### src/rtl/spi_port_pkg.sv
package spi_port_pkg;

    // register addresses; the data address is shared by transmit and receive
    typedef enum logic [1:0] {
        REG_CTRL = 2'd0,
        REG_STAT = 2'd1,
        REG_DATA = 2'd2,
        REG_DIV  = 2'd3
    } reg_addr_e;

    // packed so that the struct lines up with control bits 3..0
    typedef struct packed {
        logic ie;
        logic master;
        logic cpol;
        logic cpha;
    } ctrl_t;

    localparam int STAT_DONE_BIT = 7;
    localparam int STAT_WCOL_BIT = 6;
    localparam int STAT_MODF_BIT = 4;

endpackage

### src/rtl/spi_sync.sv
module spi_sync #(
    parameter int               WIDTH   = 3,
    parameter int               STAGES  = 2,
    parameter logic [WIDTH-1:0] RST_VAL = '0
) (
    input  logic             clk,
    input  logic             rst_n,
    input  logic [WIDTH-1:0] din,
    output logic [WIDTH-1:0] dout
);

    logic [WIDTH-1:0] stg_q [STAGES];

    always_ff @(posedge clk or negedge rst_n) begin
        if (!rst_n) begin
            for (int i = 0; i < STAGES; i++) stg_q[i] <= RST_VAL;
        end else begin
            stg_q[0] <= din;
            for (int i = 1; i < STAGES; i++) stg_q[i] <= stg_q[i-1];
        end
    end

    assign dout = stg_q[STAGES-1];

endmodule

### src/rtl/spi_clkdiv.sv
module spi_clkdiv #(
    parameter int DIV_W = 8
) (
    input  logic             clk,
    input  logic             rst_n,
    input  logic             run,
    input  logic [DIV_W-1:0] div,
    output logic             tick
);

    typedef struct packed {
        logic [DIV_W-1:0] cnt;
    } div_st_t;

    div_st_t q, d;

    always_comb begin
        d = q;
        if (!run || q.cnt == div) d.cnt = '0;
        else                      d.cnt = q.cnt + 1'b1;
    end

    always_ff @(posedge clk or negedge rst_n) begin
        if (!rst_n) q <= '0;
        else        q <= d;
    end

    assign tick = run && (q.cnt == div);

endmodule

### src/rtl/spi_engine.sv
module spi_engine #(
    parameter int DATA_W = 8
) (
    input  logic              clk,
    input  logic              rst_n,
    input  logic              is_master,
    input  logic              cpol,
    input  logic              cpha,
    input  logic              load,
    input  logic [DATA_W-1:0] load_data,
    input  logic              tick,
    input  logic              ss_act,
    input  logic              sclk_s,
    input  logic              mosi_s,
    input  logic              miso_i,
    output logic              run,
    output logic              busy,
    output logic              done,
    output logic              modf,
    output logic [DATA_W-1:0] rx_byte,
    output logic              sclk_o,
    output logic              tx_bit
);

    localparam int              EDGES = 2 * DATA_W;
    localparam int              CNT_W = $clog2(EDGES);
    localparam logic [CNT_W-1:0] LAST = CNT_W'(EDGES - 1);

    typedef struct packed {
        logic              run;
        logic              sclk;
        logic              sclk_prev;
        logic [CNT_W-1:0]  cnt;
        logic [DATA_W-1:0] tx;
        logic [DATA_W-1:0] rx;
        logic              done;
        logic              modf;
    } eng_t;

    eng_t q, d;
    logic edge_ev;
    logic din;
    logic sample_edge;

    always_comb begin
        d           = q;
        d.done      = 1'b0;
        d.modf      = 1'b0;
        d.sclk_prev = sclk_s;
        edge_ev     = 1'b0;
        din         = miso_i;

        if (is_master) begin
            if (!q.run) d.sclk = cpol;
            if (ss_act) begin
                // another master owns the bus: abort and report
                d.run  = 1'b0;
                d.cnt  = '0;
                d.sclk = cpol;
                d.modf = 1'b1;
            end else if (!q.run) begin
                if (load) begin
                    d.tx  = load_data;
                    d.run = 1'b1;
                    d.cnt = '0;
                end
            end else begin
                edge_ev = tick;
            end
        end else begin
            d.sclk = cpol;
            d.run  = 1'b0;
            din    = mosi_s;
            if (!ss_act) begin
                d.cnt = '0;
                if (load) d.tx = load_data;
            end else begin
                if (load && q.cnt == '0) d.tx = load_data;
                edge_ev = (sclk_s != q.sclk_prev);
            end
        end

        // even edge counts are leading edges; phase picks the sampling one
        sample_edge = (~q.cnt[0]) ^ cpha;

        if (edge_ev) begin
            if (is_master) d.sclk = ~q.sclk;
            if (sample_edge) begin
                d.rx = {q.rx[DATA_W-2:0], din};
            end else if (!(cpha && q.cnt == '0)) begin
                d.tx = {q.tx[DATA_W-2:0], 1'b0};
            end
            if (q.cnt == LAST) begin
                d.cnt  = '0;
                d.run  = 1'b0;
                d.done = 1'b1;
            end else begin
                d.cnt = q.cnt + 1'b1;
            end
        end
    end

    always_ff @(posedge clk or negedge rst_n) begin
        if (!rst_n) q <= '0;
        else        q <= d;
    end

    assign run     = q.run;
    assign busy    = is_master ? q.run : (ss_act && q.cnt != '0);
    assign done    = q.done;
    assign modf    = q.modf;
    assign rx_byte = q.rx;
    assign sclk_o  = q.sclk;
    assign tx_bit  = q.tx[DATA_W-1];

endmodule

### src/rtl/spi_regs.sv
module spi_regs
    import spi_port_pkg::*;
#(
    parameter int               DATA_W  = 8,
    parameter int               DIV_W   = 8,
    parameter logic [DIV_W-1:0] DIV_RST = 3
) (
    input  logic              clk,
    input  logic              rst_n,
    input  logic              bus_wr,
    input  logic              bus_rd,
    input  logic [1:0]        bus_addr,
    input  logic [DATA_W-1:0] bus_wdata,
    output logic [DATA_W-1:0] bus_rdata,
    input  logic              busy,
    input  logic              evt_done,
    input  logic              evt_modf,
    input  logic [DATA_W-1:0] rx_byte,
    output ctrl_t             cfg,
    output logic [DIV_W-1:0]  div,
    output logic              load,
    output logic              evt_wcol,
    output logic              stat_spif,
    output logic              stat_wcol,
    output logic              stat_modf,
    output logic              irq
);

    typedef struct packed {
        ctrl_t             ctrl;
        logic [DIV_W-1:0]  div;
        logic [DATA_W-1:0] rxbuf;
        logic              spif;
        logic              wcol;
        logic              modf;
    } reg_t;

    reg_t q, d;
    logic wr_data;
    logic [DATA_W-1:0] stat_vec;

    assign wr_data  = bus_wr && (bus_addr == REG_DATA);
    assign load     = wr_data && !busy;
    assign evt_wcol = wr_data && busy;

    always_comb begin
        d = q;
        if (bus_wr && bus_addr == REG_CTRL) d.ctrl = ctrl_t'(bus_wdata[3:0]);
        if (bus_wr && bus_addr == REG_DIV)  d.div  = DIV_W'(bus_wdata);
        if (bus_rd && bus_addr == REG_STAT) begin
            d.spif = 1'b0;
            d.wcol = 1'b0;
            d.modf = 1'b0;
        end
        // events are applied last so that they win over a clearing read
        if (evt_done) begin
            d.spif  = 1'b1;
            d.rxbuf = rx_byte;
        end
        if (evt_wcol) d.wcol = 1'b1;
        if (evt_modf) begin
            d.modf        = 1'b1;
            d.ctrl.master = 1'b0;
        end
    end

    always_ff @(posedge clk or negedge rst_n) begin
        if (!rst_n) begin
            q      <= '0;
            q.div  <= DIV_RST;
        end else begin
            q <= d;
        end
    end

    always_comb begin
        stat_vec                = '0;
        stat_vec[STAT_DONE_BIT] = q.spif;
        stat_vec[STAT_WCOL_BIT] = q.wcol;
        stat_vec[STAT_MODF_BIT] = q.modf;
        case (bus_addr)
            REG_CTRL: bus_rdata = DATA_W'(q.ctrl);
            REG_STAT: bus_rdata = stat_vec;
            REG_DATA: bus_rdata = q.rxbuf;
            default:  bus_rdata = DATA_W'(q.div);
        endcase
    end

    assign cfg       = q.ctrl;
    assign div       = q.div;
    assign stat_spif = q.spif;
    assign stat_wcol = q.wcol;
    assign stat_modf = q.modf;
    assign irq       = q.ctrl.ie && q.spif;

endmodule

### src/rtl/spi_port.sv
module spi_port
    import spi_port_pkg::*;
#(
    parameter int               DATA_W      = 8,
    parameter int               DIV_W       = 8,
    parameter logic [DIV_W-1:0] DIV_RST     = 3,
    parameter int               SYNC_STAGES = 2
) (
    input  logic              clk,
    input  logic              rst_n,
    input  logic              bus_wr,
    input  logic              bus_rd,
    input  logic [1:0]        bus_addr,
    input  logic [DATA_W-1:0] bus_wdata,
    output logic [DATA_W-1:0] bus_rdata,
    output logic              irq_o,
    output logic              sclk_o,
    output logic              sclk_oe_o,
    output logic              mosi_o,
    output logic              mosi_oe_o,
    input  logic              miso_i,
    output logic              miso_o,
    output logic              miso_oe_o,
    input  logic              sclk_i,
    input  logic              mosi_i,
    input  logic              ss_n_i
);

    ctrl_t             cfg;
    logic [DIV_W-1:0]  div;
    logic              load;
    logic              busy;
    logic              run;
    logic              tick;
    logic              evt_done;
    logic              evt_wcol;
    logic              evt_modf;
    logic              stat_spif;
    logic              stat_wcol;
    logic              stat_modf;
    logic [DATA_W-1:0] rx_byte;
    logic              ss_n_s;
    logic              sclk_s;
    logic              mosi_s;
    logic              ss_act;
    logic              tx_bit;

    spi_sync #(
        .WIDTH  (3),
        .STAGES (SYNC_STAGES),
        .RST_VAL(3'b100)
    ) u_sync (
        .clk  (clk),
        .rst_n(rst_n),
        .din  ({ss_n_i, sclk_i, mosi_i}),
        .dout ({ss_n_s, sclk_s, mosi_s})
    );

    assign ss_act = ~ss_n_s;

    spi_regs #(
        .DATA_W (DATA_W),
        .DIV_W  (DIV_W),
        .DIV_RST(DIV_RST)
    ) u_regs (
        .clk      (clk),
        .rst_n    (rst_n),
        .bus_wr   (bus_wr),
        .bus_rd   (bus_rd),
        .bus_addr (bus_addr),
        .bus_wdata(bus_wdata),
        .bus_rdata(bus_rdata),
        .busy     (busy),
        .evt_done (evt_done),
        .evt_modf (evt_modf),
        .rx_byte  (rx_byte),
        .cfg      (cfg),
        .div      (div),
        .load     (load),
        .evt_wcol (evt_wcol),
        .stat_spif(stat_spif),
        .stat_wcol(stat_wcol),
        .stat_modf(stat_modf),
        .irq      (irq_o)
    );

    spi_clkdiv #(
        .DIV_W(DIV_W)
    ) u_div (
        .clk  (clk),
        .rst_n(rst_n),
        .run  (run),
        .div  (div),
        .tick (tick)
    );

    spi_engine #(
        .DATA_W(DATA_W)
    ) u_eng (
        .clk      (clk),
        .rst_n    (rst_n),
        .is_master(cfg.master),
        .cpol     (cfg.cpol),
        .cpha     (cfg.cpha),
        .load     (load),
        .load_data(bus_wdata),
        .tick     (tick),
        .ss_act   (ss_act),
        .sclk_s   (sclk_s),
        .mosi_s   (mosi_s),
        .miso_i   (miso_i),
        .run      (run),
        .busy     (busy),
        .done     (evt_done),
        .modf     (evt_modf),
        .rx_byte  (rx_byte),
        .sclk_o   (sclk_o),
        .tx_bit   (tx_bit)
    );

    assign sclk_oe_o = cfg.master;
    assign mosi_oe_o = cfg.master;
    assign mosi_o    = tx_bit;
    assign miso_o    = tx_bit;
    assign miso_oe_o = !cfg.master && ss_act;

endmodule

### config.mk
export PLATFORM = sky130hd
export DESIGN_NAME = spi_port
export DESIGN_NICKNAME = d
export VERILOG_FILES = /design/src/rtl/spi_port_pkg.sv /design/src/rtl/spi_sync.sv /design/src/rtl/spi_clkdiv.sv /design/src/rtl/spi_engine.sv /design/src/rtl/spi_regs.sv /design/src/rtl/spi_port.sv
export SDC_FILE = /design/constraint.sdc
export NUM_CORES = 1
export LEC_CHECK = 0
export ABC_AREA = 1
export ABC_CLOCK_PERIOD_IN_PS = 3100
export BUFFER_PORTS_ARGS = -buffer_cell sky130_fd_sc_hd__buf_2
export CAP_MARGIN = 20
export CORE_UTILIZATION = 60
export CTS_BUF_LIST = sky130_fd_sc_hd__clkbuf_8 sky130_fd_sc_hd__clkbuf_16
export CTS_CLUSTER_SIZE = 16
export DETAILED_ROUTE_END_ITERATION = 10
export GPL_TIMING_DRIVEN = 0
export PLACE_DENSITY = 0.8
export REMOVE_ABC_BUFFERS = 1
export SLEW_MARGIN = 20
export SYNTH_ARGS = -nofsm -noshare
export SYNTH_HDL_FRONTEND = slang
export SYNTH_HIERARCHICAL = 1
export SYNTH_SLANG_ARGS = --single-unit
### constraint.sdc
create_clock -name clk -period 3.1 [get_ports clk]
set_clock_uncertainty 0.15 [all_clocks]
set_input_delay 0.31 -clock clk [delete_from_list [all_inputs] [get_ports clk]]
set_output_delay 0.31 -clock clk [all_outputs]
set_load 0.03 [all_outputs]
After elaboration in Yosys (flattened, before gate mapping)
Cells that the tools add are included.
Operators by class
  $add $sub $neg: 2
  equality and inequality tests: 8
  muxes and demuxes: 40
  bitwise gates (word level): 4
  reduce and logical (&&, ||, !) cells: 26
Operators by type and width (number)
  $mux 8: 8
  $mux 12: 3
  $pmux 8 s3: 1
  $mux 21: 1
  $mux 1: 20
  $logic_and 1x1->1: 12
  $mux 4: 3
  $add 8x1->8 const B: 1
  $eq 8x8->1: 1
  $reduce_bool 2->1: 4
  $mux 3: 2
  $add 4x1->4 const B: 1
  $eq 2x2->1 const B: 2
  $eq 4x4->1 const B: 1
  $logic_not 4->1: 1
  $mux 2: 2
  $ne 4x2->1 const B: 1
  $ne 4x4->1 const B: 1
  $reduce_bool 4->1: 1
  $logic_not 1->1: 3
  $not 1->1: 3
  $reduce_and 3->1: 1
  $reduce_bool 3->1: 1
  $eq 2x1->1 const B: 1
  5 further kinds: 5
Storage, ports and cells
  bits in registers: 62
  input port bits: 18
  output and inout port bits: 15
  logic and storage cells: 100

Logic depth before layout (Yosys ltp)
  depth in word-level cells: 12
  depth in mapped cells: 15
  depth with buffers taken out: 13

By module
Netlist, hierarchy kept.
By module, submodules not included
  spi_engine: instances 1, cells an instance 261, area each 1810.5 µm², sequential area each 625.6 µm²
  spi_regs: instances 1, cells an instance 150, area each 1173.6 µm², sequential area each 578.1 µm²
  spi_clkdiv: instances 1, cells an instance 72, area each 515.5 µm², sequential area each 200.2 µm²
  spi_sync: instances 1, cells an instance 9, area each 175.2 µm², sequential area each 152.6 µm²
  spi_port: instances 1, cells an instance 4, area each 22.5 µm², sequential area each 0.0 µm²

Worst setup path after synthesis
Ideal clock, no wire load.
  path type: register to register
  start point: reg u_regs.q, in the netlist u_regs/cfg[2]
  end point: reg u_eng/q[10] (netlist name)
  setup time: 0.077 ns
  arrival: 1.944 ns
  data required time: 2.873 ns
  path slack: 0.928 ns
  stages on the path, launching flop included: 13
  buffers on the path: 5
  period minus slack after synthesis: 2.172 ns
  cell sequence: dfrtp_1 buf_4 buf_2 buf_2 nand2_1 nand2_1 nor3_1 buf_4 buf_4 nand3_2 a21oi_1 o21ai_0 a21oi_1
RTL lines
  start, declared: line spi_regs.sv:38  | reg_t q, d;
  end signal, assigned: line spi_engine.sv:104  | if (!rst_n) q <= '0;
  end signal, assigned: line spi_engine.sv:105  | else q <= d;
  end, declared: line spi_engine.sv:40  | eng_t q, d;

==> metrics.md <==
| Metric | Value |
|---|---|
| Crit path max fanout | 24 |
| Unrepaired setup endpoints after global routing | no |
| Die height | around 80 microns |
| Fmax | approximately 0.35 GHz |
| Starting Density | 0.6226 |
| Setup TNS | 0 ps |
| Die ar. | 6461 sq um |
| Die Width | approximately 80 microns |
| Worst min-delay path class | input pin to flop |
| H-tree depth | 3 |
| Drt first-iter violations | approximately 280 |
| Crit Path Class | flop to flop |
| Crit path DAT | ~2900 ps |
| DP HPWL | approximately 5400 microns |
| I/O pins | 33 |
| Mapped Area | ~3700 sq um |
| Slew @ Worst Pin | just under 800 ps |
| Crit path launch type | flop |
| Status | complete, no violations |
| Area grow syn2layout | 6.483% |
| Largest net degree at the start of global routing | 63 |
| Share of cells above drive strength 1 | 0.1797 |
| Post-CTS Setup Bufs | 0 |
| Post-Syn Instances | roughly 490 |
| Core Util, Final | 0.6629 |
| Pwr dens | just over 600 nW/um^2 |
| Slew margin rel. | 0.4853 |
| Synth warn | 6 |
| Vias in the first global route | 2900 |
| Slew Viols, Final | 0 |
| Nets | approximately 530 |
| Cts bufs inserted | 9 |
| Number of port buffers | 32 |
| Total Wirelength | slightly below 8000 microns |
| P_leak | around 2.1 nW |
| Worst VDD drop | approximately 470 uV |
| Commonest non-fill, non-tap cells in the layout | nand2_1 (173), dfrtp_1 (58), inv_1 (52) |
| Endpoints failing setup | 0 |
| WHS | approximately 61 ps |
| Critical Path, Cell by Cell | inv_1, inv_2, nor2_4, nand2_1, nand2_1, nor3_4, buf_6, inv_1, nand2_1, nand2_1, o21ai_0, inv_1, nand2_1, a21oi_2 |
| Initial antenna violation count | 0 |
| Global-route wire length before repair | ~13000 microns |
| Initial DRT Pass Iterations | 5 |
| GPL Wtd Cong | between 0.8 and 0.9 |
| Final routed DRC violation total | 0 |
| Clk slew on worst S/H paths | ~70 ps |
| Final Critical Period | 2834 ps |
| Worst path required time | roughly 3200 ps |
| Hold Violations, Final | 0 |
| Clock root buffer | clkbuf_8 |
| Core area | 5921 sq um |
| Max Cap Viol | 0 |
| GR Overflow Total | 0 |
| Row count | 28 |
| CTS Sinks | 62 |
| Clk buf depth | 2 |
| Slowest CP cell | dfstp_2 |
| Vias | between 3000 and 4000 |
| Overall routing resource usage | 0.2639 |
| Clk Latency, worst-skew pair | ~340 ps |
| Syn avg cell area | between 7 and 8 sq um |
| Most common cell after layout, fill and taps aside | nand2_1 |
| Period utilisation layout | 0.9142 |
| Kind of end point of the critical path | flop |
| DR vias/cell | 5.341 |
| Filler instances | between 400 and 500 |
| Antenna-violating nets left | 0 |
| N_diodes | 0 |
| Top cell by count, worst path | nand2_1 |
| CTS tree | built |
| Per-cell routed wire length | about 13 microns |
| Max stage delay on crit path | about 530 ps |
## metrics by stage
stage | instances | setup WS (ps) | instance area [sq um] | total power, mW
6_report | 587 | 266.0 | 3925 | 2.375
5_1_grt | 587 | 13.37 | 3925 | 2.542
4_1_cts | 587 | 231.3 | 3919 | 2.387
3_5_place_dp | 567 | 235.5 | 3710 | 1.767
3_3_place_gp | 566 | -922.2 | 3691 | 1.733
2_1_floorplan | 459 | -215.7 | 3437 | 1.577
## worst max-delay path: cells and delay by family, from the launching register on
kind,cells,cell delay [ps]
flops,1,530
compound gates,2,230
simple gates,7,850
buf+inv,5,950
## registers in the layout, indices dropped and copies added (netlist names), 3 cells and up
| register | flops |
|---|---|
| u_eng/q | 12 |
| u_sync/stg_q | 3 |
| u_regs/q | 8 |
| u_eng/rx_byte | 8 |
| u_regs/cfg | 4 |
| u_sync/dout | 3 |
| u_regs/div | 8 |
| u_div/q | 8 |
## report_power, final
| part | switching (mW) | total (mW) | leakage [nW] | internal (mW) |
|---|---|---|---|---|
| Sequential | 0.136 | 1.09 | 0.794 | 0.957 |
| Clock | 0.306 | 0.608 | 0.0984 | 0.303 |
| Combinational | 0.436 | 0.674 | 1.17 | 0.238 |
## path summary, 6_finish.rpt
kind	startpoint	slack [ps]	depth (start not counted)	endpoint
max	u_sync/dout[2]	270	14	u_eng/q[13]
min	bus_wdata[7]	60	3	u_regs/div[7]
max reg2reg	u_sync/dout[2]	270	14	u_eng/q[13]
min reg2reg	u_sync/stg_q[3]	200	0	u_sync/dout[0]
max in group asynchronous	rst_n	1850	2	u_eng/q[10]
min in group asynchronous	rst_n	430	2	u_eng/rx_byte[4]
## layout make-up
class | instances | area, sq um | area share
clock buffer | 10 | 137.6 | 0.03507
timing repair buffer | 37 | 214.0 | 0.05451
clock inverter | 6 | 31.28 | 0.007969
inverter | 56 | 210.2 | 0.05355
tap | 75 | 93.84 | 0.02391
multi-input combinational | 341 | 1682 | 0.4284
sequential | 62 | 1556 | 0.3966
## layer usage
layer / wire length [microns] / vias up / global-route usage
met4: 94 / 0 / 0.08929
li1: - / 1556 / -
met2: 3849 / 113 / 0.4508
met5: 0 / - / 0
met3: 421 / 12 / 0.05682
met1: 3353 / 1454 / 0.3285
## timing repair
item / 4_1_cts / 5_1_grt
endpoints found under the hold margin: 61 / 0
gates resized for setup: 0 / 1
hold buffers: 4 / 0
setup endpoints to repair: 0 / 8
(Power assumes the default switching activity.)
